**config.mk**
```make
export PLATFORM = sky130hd
export DESIGN_NAME = dma_chreg_bank
export DESIGN_NICKNAME = d
export VERILOG_FILES = /design/src/rtl/dma_chreg_pkg.sv /design/src/rtl/dma_cmd_dec.sv /design/src/rtl/dma_bitvec.sv /design/src/rtl/dma_err_capture.sv /design/src/rtl/dma_chreg_bank.sv
export SDC_FILE = /design/constraint.sdc
export NUM_CORES = 2
export LEC_CHECK = 0
export BUFFER_PORTS_ARGS = -buffer_cell sky130_fd_sc_hd__buf_4
export CORE_ASPECT_RATIO = 1.4
export CORE_MARGIN = 10
export CORE_UTILIZATION = 30
export CTS_CLUSTER_DIAMETER = 120
export CTS_CLUSTER_SIZE = 14
export DETAILED_ROUTE_END_ITERATION = 7
export SLEW_MARGIN = 20
export SYNTH_ARGS = -nofsm -noshare
export SYNTH_HDL_FRONTEND = slang
export SYNTH_SLANG_ARGS = --single-unit
```
**constraint.sdc**
```tcl
create_clock -name clk -period 6.93 [get_ports clk]
set_clock_uncertainty 0.05 [all_clocks]
set_input_delay 1.386 -clock clk [delete_from_list [all_inputs] [get_ports clk]]
set_output_delay 1.386 -clock clk [all_outputs]
set_load 0.02 [all_outputs]
```
**src/rtl/dma_chreg_pkg.sv**
```systemverilog
package dma_chreg_pkg;
  localparam int NCH = 64;
  localparam int CHW = $clog2(NCH);
  localparam int DW  = 32;
  localparam int AW  = 12;
  localparam int PW  = 8;
  localparam int WAW = AW - 2;

  localparam logic [WAW-1:0] W_CTRL  = 10'd0;
  localparam logic [WAW-1:0] W_ESTAT = 10'd1;
  localparam logic [WAW-1:0] W_REQH  = 10'd2;
  localparam logic [WAW-1:0] W_REQL  = 10'd3;
  localparam logic [WAW-1:0] W_EEIH  = 10'd4;
  localparam logic [WAW-1:0] W_EEIL  = 10'd5;
  localparam logic [WAW-1:0] W_CMD0  = 10'd6;
  localparam logic [WAW-1:0] W_CMD1  = 10'd7;
  localparam logic [WAW-1:0] W_INTH  = 10'd8;
  localparam logic [WAW-1:0] W_INTL  = 10'd9;
  localparam logic [WAW-1:0] W_ERRH  = 10'd10;
  localparam logic [WAW-1:0] W_ERRL  = 10'd11;
  localparam logic [WAW-1:0] W_HRSH  = 10'd12;
  localparam logic [WAW-1:0] W_HRSL  = 10'd13;
  localparam logic [WAW-1:0] W_RTEH  = 10'd14;
  localparam logic [WAW-1:0] W_RTEL  = 10'd15;
  localparam logic [5:0]     W_PRIO_HI = 6'h04;

  // command slot order follows byte address 0x18..0x1F
  typedef enum logic [2:0] {
    C_SET_REQ = 3'd0, C_CLR_REQ = 3'd1, C_SET_EEI = 3'd2, C_CLR_EEI = 3'd3,
    C_CLR_INT = 3'd4, C_CLR_ERR = 3'd5, C_START   = 3'd6, C_CLR_DONE = 3'd7
  } cmd_slot_e;

  function automatic logic [DW-1:0] lane_mask(input logic [3:0] be);
    return {{8{be[3]}}, {8{be[2]}}, {8{be[1]}}, {8{be[0]}}};
  endfunction
endpackage

```
**src/rtl/dma_cmd_dec.sv**
```systemverilog
module dma_cmd_dec #(
  parameter int N   = 64,
  parameter int CHW = 6
) (
  input  logic         en_i,
  input  logic [7:0]   cmd_i,
  output logic [N-1:0] mask_o
);
  always_comb begin
    mask_o = '0;
    if (en_i && !cmd_i[7]) begin
      if (cmd_i[6]) mask_o = '1;
      else          mask_o[cmd_i[CHW-1:0]] = 1'b1;
    end
  end
endmodule

```
**src/rtl/dma_bitvec.sv**
```systemverilog
module dma_bitvec #(
  parameter int N = 64
) (
  input  logic         clk,
  input  logic         rst_n,
  input  logic [N-1:0] set_i,
  input  logic [N-1:0] clr_i,
  output logic [N-1:0] q_o
);
  logic [N-1:0] q_d;
  logic         q_en;

  always_comb begin
    q_en = |(set_i | clr_i);
    q_d  = (q_o & ~clr_i) | set_i;  // set wins
  end

  always_ff @(posedge clk or negedge rst_n) begin
    if (!rst_n)    q_o <= '0;
    else if (q_en) q_o <= q_d;
  end
endmodule

```
**src/rtl/dma_err_capture.sv**
```systemverilog
module dma_err_capture #(
  parameter int N   = 64,
  parameter int CHW = 6
) (
  input  logic           clk,
  input  logic           rst_n,
  input  logic           evt_i,
  input  logic [CHW-1:0] chan_i,
  input  logic [9:0]     code_i,
  input  logic [N-1:0]   clr_mask_i,
  output logic [31:0]    stat_o,
  output logic [N-1:0]   set_o
);
  logic [31:0] stat_d;
  logic        hit;
  logic        stat_en;

  always_comb begin
    hit    = stat_o[31] && clr_mask_i[stat_o[8 +: CHW]];
    stat_d = hit ? 32'h0 : stat_o;
    if (evt_i && !stat_d[31])
      stat_d = {1'b1, 15'h0, code_i[9], code_i[8], 6'(chan_i), code_i[7:0]};
    stat_en = hit | evt_i;
    set_o   = '0;
    if (evt_i) set_o[chan_i] = 1'b1;
  end

  always_ff @(posedge clk or negedge rst_n) begin
    if (!rst_n)       stat_o <= '0;
    else if (stat_en) stat_o <= stat_d;
  end
endmodule

```
**src/rtl/dma_chreg_bank.sv**
```systemverilog
module dma_chreg_bank
  import dma_chreg_pkg::*;
(
  input  logic              clk,
  input  logic              rst_n,
  input  logic              bus_wr_i,
  input  logic [AW-1:0]     bus_addr_i,
  input  logic [3:0]        bus_be_i,
  input  logic [DW-1:0]     bus_wdata_i,
  output logic [DW-1:0]     bus_rdata_o,
  input  logic [NCH-1:0]    evt_int_i,
  input  logic              err_evt_i,
  input  logic [CHW-1:0]    err_chan_i,
  input  logic [9:0]        err_code_i,
  input  logic [NCH-1:0]    hw_req_i,
  output logic [NCH-1:0]    req_en_o,
  output logic [NCH-1:0]    route_o,
  output logic [NCH*PW-1:0] prio_o,
  output logic              clk_gate_o,
  output logic              rr_group_o,
  output logic              rr_chan_o,
  output logic [NCH-1:0]    start_o,
  output logic [NCH-1:0]    done_clr_o,
  output logic              irq_o
);
  logic [WAW-1:0] waddr;
  logic [DW-1:0]  bmask;
  logic [NCH-1:0] cmd_m [8];
  logic [NCH-1:0] eei_q, int_q, err_q, err_set;
  logic [31:0]    err_stat_q;
  logic [2:0]     ctrl_q, ctrl_d;
  logic           ctrl_en;
  logic [NCH-1:0] start_q, dclr_q;
  logic [PW-1:0]  prio_q [NCH];
  logic [NCH-1:0] prio_we;

  assign waddr = bus_addr_i[AW-1:2];
  assign bmask = lane_mask(bus_be_i);

  function automatic logic [NCH-1:0] word_bits(input logic hit_h, input logic hit_l,
                                               input logic [DW-1:0] v);
    return {hit_h ? v : 32'h0, hit_l ? v : 32'h0};
  endfunction

  // eight byte-wide command slots, big-endian lanes
  for (genvar i = 0; i < 8; i++) begin : g_cmd
    localparam logic [WAW-1:0] CW = (i < 4) ? W_CMD0 : W_CMD1;
    localparam int L = i % 4;
    dma_cmd_dec #(.N(NCH), .CHW(CHW)) u_dec (
      .en_i  (bus_wr_i && waddr == CW && bus_be_i[3-L]),
      .cmd_i (bus_wdata_i[31-8*L -: 8]),
      .mask_o(cmd_m[i])
    );
  end

  logic wr_reqh, wr_reql, wr_eeih, wr_eeil, wr_inth, wr_intl, wr_errh, wr_errl, wr_rteh, wr_rtel;
  always_comb begin
    wr_reqh = bus_wr_i && waddr == W_REQH;
    wr_reql = bus_wr_i && waddr == W_REQL;
    wr_eeih = bus_wr_i && waddr == W_EEIH;
    wr_eeil = bus_wr_i && waddr == W_EEIL;
    wr_inth = bus_wr_i && waddr == W_INTH;
    wr_intl = bus_wr_i && waddr == W_INTL;
    wr_errh = bus_wr_i && waddr == W_ERRH;
    wr_errl = bus_wr_i && waddr == W_ERRL;
    wr_rteh = bus_wr_i && waddr == W_RTEH;
    wr_rtel = bus_wr_i && waddr == W_RTEL;
  end

  dma_bitvec #(.N(NCH)) u_req (.clk(clk), .rst_n(rst_n),
    .set_i(word_bits(wr_reqh, wr_reql, bmask & bus_wdata_i) | cmd_m[C_SET_REQ]),
    .clr_i(word_bits(wr_reqh, wr_reql, bmask) | cmd_m[C_CLR_REQ]),
    .q_o(req_en_o));

  dma_bitvec #(.N(NCH)) u_eei (.clk(clk), .rst_n(rst_n),
    .set_i(word_bits(wr_eeih, wr_eeil, bmask & bus_wdata_i) | cmd_m[C_SET_EEI]),
    .clr_i(word_bits(wr_eeih, wr_eeil, bmask) | cmd_m[C_CLR_EEI]),
    .q_o(eei_q));

  dma_bitvec #(.N(NCH)) u_int (.clk(clk), .rst_n(rst_n),
    .set_i(evt_int_i),
    .clr_i(word_bits(wr_inth, wr_intl, bmask & bus_wdata_i) | cmd_m[C_CLR_INT]),
    .q_o(int_q));

  dma_bitvec #(.N(NCH)) u_err (.clk(clk), .rst_n(rst_n),
    .set_i(err_set),
    .clr_i(word_bits(wr_errh, wr_errl, bmask & bus_wdata_i) | cmd_m[C_CLR_ERR]),
    .q_o(err_q));

  dma_bitvec #(.N(NCH)) u_rte (.clk(clk), .rst_n(rst_n),
    .set_i(word_bits(wr_rteh, wr_rtel, bmask & bus_wdata_i)),
    .clr_i(word_bits(wr_rteh, wr_rtel, bmask)),
    .q_o(route_o));

  dma_err_capture #(.N(NCH), .CHW(CHW)) u_ecap (
    .clk(clk), .rst_n(rst_n), .evt_i(err_evt_i), .chan_i(err_chan_i),
    .code_i(err_code_i), .clr_mask_i(cmd_m[C_CLR_ERR]),
    .stat_o(err_stat_q), .set_o(err_set));

  // control word: {clock gate, rr group, rr channel}
  always_comb begin
    ctrl_en = bus_wr_i && waddr == W_CTRL;
    ctrl_d  = ctrl_q;
    if (bus_be_i[3]) ctrl_d[2]   = bus_wdata_i[31];
    if (bus_be_i[0]) ctrl_d[1:0] = bus_wdata_i[3:2];
  end

  always_ff @(posedge clk or negedge rst_n) begin
    if (!rst_n) begin
      ctrl_q  <= '0;
      start_q <= '0;
      dclr_q  <= '0;
    end else begin
      if (ctrl_en) ctrl_q <= ctrl_d;
      start_q <= cmd_m[C_START];
      dclr_q  <= cmd_m[C_CLR_DONE];
    end
  end

  // priority bytes, channel n at byte address 0x100 + n
  for (genvar n = 0; n < NCH; n++) begin : g_prio
    localparam int L = n % 4;
    assign prio_we[n] = bus_wr_i && waddr[WAW-1:4] == W_PRIO_HI &&
                        waddr[3:0] == 4'(n / 4) && bus_be_i[3-L];
    always_ff @(posedge clk or negedge rst_n) begin
      if (!rst_n)          prio_q[n] <= '0;
      else if (prio_we[n]) prio_q[n] <= bus_wdata_i[31-8*L -: 8];
    end
    assign prio_o[n*PW +: PW] = prio_q[n];
  end

  logic [5:0] pb;
  always_comb begin
    pb = {waddr[3:0], 2'b00};
    bus_rdata_o = '0;
    case (waddr)
      W_CTRL:  bus_rdata_o = {ctrl_q[2], 27'h0, ctrl_q[1:0], 2'b00};
      W_ESTAT: bus_rdata_o = err_stat_q;
      W_REQH:  bus_rdata_o = req_en_o[63:32];
      W_REQL:  bus_rdata_o = req_en_o[31:0];
      W_EEIH:  bus_rdata_o = eei_q[63:32];
      W_EEIL:  bus_rdata_o = eei_q[31:0];
      W_INTH:  bus_rdata_o = int_q[63:32];
      W_INTL:  bus_rdata_o = int_q[31:0];
      W_ERRH:  bus_rdata_o = err_q[63:32];
      W_ERRL:  bus_rdata_o = err_q[31:0];
      W_HRSH:  bus_rdata_o = hw_req_i[63:32];
      W_HRSL:  bus_rdata_o = hw_req_i[31:0];
      W_RTEH:  bus_rdata_o = route_o[63:32];
      W_RTEL:  bus_rdata_o = route_o[31:0];
      default: if (waddr[WAW-1:4] == W_PRIO_HI)
                 bus_rdata_o = {prio_q[pb], prio_q[pb + 6'd1], prio_q[pb + 6'd2], prio_q[pb + 6'd3]};
    endcase
  end

  assign clk_gate_o = ctrl_q[2];
  assign rr_group_o = ctrl_q[1];
  assign rr_chan_o  = ctrl_q[0];
  assign start_o    = start_q;
  assign done_clr_o = dclr_q;
  assign irq_o      = (|int_q) | (|(err_q & eei_q));
endmodule

```
==> flow_summary.json <==
{
  "yosysWarnings": 0,
  "start_util_pct": 30.1,
  "cp.required_ns": 5.49,
  "die_h_um": 486,
  "ir_drop_v": 0.000249,
  "cts_sinks": 980,
  "dr.pass1.iters": 7,
  "cts_tree": "done",
  "clockBufferDepth": 3,
  "area_growth_pct": 26.1,
  "wire_per_inst_um": 43.7,
  "worst_slew_pin_slew_ns": 1.23,
  "antenna_found_initial": 60,
  "cp-end-kind": "output pin",
  "timing.critical_path.buf_inv": 3,
  "ys_types": 57,
  "final_cells": 6796,
  "place_hpwl_um": 231000,
  "setup_tns_ns": 0,
  "clkTransAtPathRegs_ns": 0.07,
  "port_buffers": 997,
  "clkLatencyLatePin_ns": 0.75,
  "routed_wirelength_um": 297000,
  "avgSynthCellArea_um2": 12.1,
  "drive_gt1_share_pct": 41.8,
  "h-tree-depth": 3,
  "grt_usage_pct": 33.5,
  "yosysSeqAreaShare_pct": 52.7,
  "avgViaCountPerCell": 6.25,
  "worst-path-max-fanout": 29,
  "finalMaxSlewViolations": 0,
  "slowest_stage": "or4_2",
  "placedCellCount": 6680,
  "netlist_instances": 3841,
  "synth_edf_count": 0,
  "ant_nets": 0,
  "final_nets": 4884,
  "finalSetupViolCount": 0,
  "synthesis.area_um2": 46600,
  "die-area_um2": 172000,
  "root_buffer": "clkbuf_16",
  "synth-seq-cells": 980,
  "cts.hold.buffers_added": 0,
  "maxCapViolCount": 0,
  "finalHoldViolCount": 0,
  "drt_iter0_drc": 5229,
  "final_cell_mix": "buf_4 (1079), dfrtp_1 (980), mux2_2 (557)",
  "postCtsSetupBuffers": 0,
  "grt-ovfl-total": 0,
  "hp-class": "register to register",
  "synthArstFlopShare_pct": 100,
  "cts_resized": 0,
  "status": "finished, final reports clean",
  "numCtsBuffers": 80,
  "grt_max_degree": 177,
  "place_congestion": 1.05,
  "synth_flop_cell": "dfrtp_1",
  "via_count": 42500,
  "row_count": 171,
  "layout_commonest_cell": "buf_4",
  "fmax_mhz": 160,
  "grt_pass1_wl_um": 397000,
  "path_cells": "buf_4 -> or4_2 -> nor4_2 -> buf_4 -> a22o_1 -> a221oi_1 -> nand4_1 -> buf_4",
  "synth_top_area_share_pct": 52.7,
  "slew_headroom_pct": 17.5,
  "powerDensity_nw_per_um2": 198,
  "grt_pass1_vias": 42700,
  "critPathArrivalTime_ns": 4.81,
  "p_leak_uw": 0.0281,
  "startpoint_type": "input pin",
  "die_w_um": 353,
  "drc": 0,
  "post-route-period-util_pct": 90.2,
  "rsz0062_at_grt": "no",
  "syn_nets": 4037,
  "holdWs_ns": 0.474,
  "coreArea_um2": 155000,
  "cpPeakStageDelay_ns": 1.13,
  "ios": 1000,
  "cp_top_family": "simple AND/OR/NAND/NOR gates",
  "synth_top_cells_by_area": "dfrtp_1 (53%), mux2_2 (13%), mux4_2 (7.7%), a21oi_1 (3.2%), o221ai_1 (2.6%)",
  "fin_crit_ns": 6.25,
  "worstSetupPathType": "input pin to output pin",
  "synth_top_cell_by_area": "dfrtp_1",
  "crit_path_frequent_cell": "buf_4"
}
-- worst reg2reg max path, cell delays in order, from the launching register on --
cell and delay (ns):
dfrtp_1 0.51, and3b_1 0.24, o21ai_0 0.15, o22ai_1 0.10, a211oi_1 0.46, o21a_1 0.71, o22ai_1 0.16
-- metal layers --
metal / vias to the layer above / GRT usage (%) / part of all wire [%] / wire length (µm)
met1: 22000 / 37.5 / 35 / 103000
met3: 801 / 13.1 / 12 / 35800
met2: 3323 / 52.0 / 44 / 132000
li1: 16300 / - / - / -
met4: 32 / 23.6 / 8.7 / 25800
met5: - / 0 / 0.068 / 201
-- power by group --
| group | leakage (µW) | switching (µW) | internal (µW) |
|---|---|---|---|
| logic | 0.0138 | 799 | 319 |
| registers | 0.0132 | 238 | 5830 |
| clock network | 0.00106 | 2300 | 2140 |
-- layout make-up --
| class | instances | area [µm²] |
|---|---|---|
| inverters | 2 | 7.51 |
| well taps | 2076 | 2600 |
| multi-input cells | 2531 | 21000 |
| diodes | 24 | 60.1 |
| fillers | 15300 | 96000 |
| flip-flops and latches | 980 | 24500 |
| clock inverters | 8 | 121 |
| clock buffers | 82 | 2040 |
| repair buffers | 1093 | 8360 |
-- worst paths after layout --
check | from | to | slack (ns) | cells past startpoint
max in group asynchronous | rst_n | prio_o[158] | 4.55 | 3
hold / removal | prio_o[251] | prio_o[251] | 0.47 | 1
setup / recovery | bus_addr_i[11] | bus_rdata_o[19] | 0.68 | 8
min in group asynchronous | rst_n | u_req.q_o[52] | 0.65 | 1
setup reg to reg | u_ecap.stat_o[12] | u_ecap.stat_o[15] | 4.37 | 6
hold reg to reg | prio_o[251] | prio_o[251] | 0.47 | 1
-- flip-flops by register name (all words and copies together), names as in the netlist --
signal	count
u_req.q_o	64
start_o	64
done_clr_o	64
u_err.q_o	64
u_int.q_o	64
prio_o	512
ctrl_q	3
u_ecap.stat_o	17
u_eei.q_o	64
u_rte.q_o	64
-- through the flow --
stage / area [µm²] / total power [µW] / setup slack [ns] / utilization, %
floorplan: 46600 / 6490 / 1.82 / -
global placement: 56400 / 7240 / 0.798 / 36.5
detailed placement: 56400 / 7250 / 0.792 / 36.5
CTS: 58600 / 11600 / 0.784 / 37.9
global route: 58700 / 11900 / 0.680 / 37.9
finish: 58700 / 11600 / 0.679 / 37.9
-- cells in the mapped netlist, types with 5 or more instances --
cell type,number
or4_1,5
nor4_1,25
nand3_1,55
nor2_1,242
a22oi_1,83
o211ai_1,104
o21ai_0,169
and3b_1,18
a222oi_1,14
buf_1,35
nand4_1,33
a221oi_1,60
nand2b_1,15
nand2_1,251
o21bai_1,54
buf_2,39
a21oi_1,294
nand3b_1,5
a22o_1,57
o22a_1,41
o22ai_1,17
nor2b_1,7
nor3b_1,24
o221ai_1,137
and3_1,17
dfrtp_1,980
clkbuf_1,252
mux4_2,160
mux2_2,557
mux2_1,22
nor3_1,21
-- cells by family (layout without fill, tap and decap cells) --
kind of cell    Yosys count  in the layout  share of synthesized area [%]
buf+inv                 330           1185                           2.79
simple gates            750            750                           7.65
xor+xnor                  4              4                         0.0752
other cells               0             24                              0
compound gates         1038           1038                           15.1
flops                   980            980                           52.7
mux                     739            739                           21.7
Note: power is estimated with default switching activity, not from simulation.
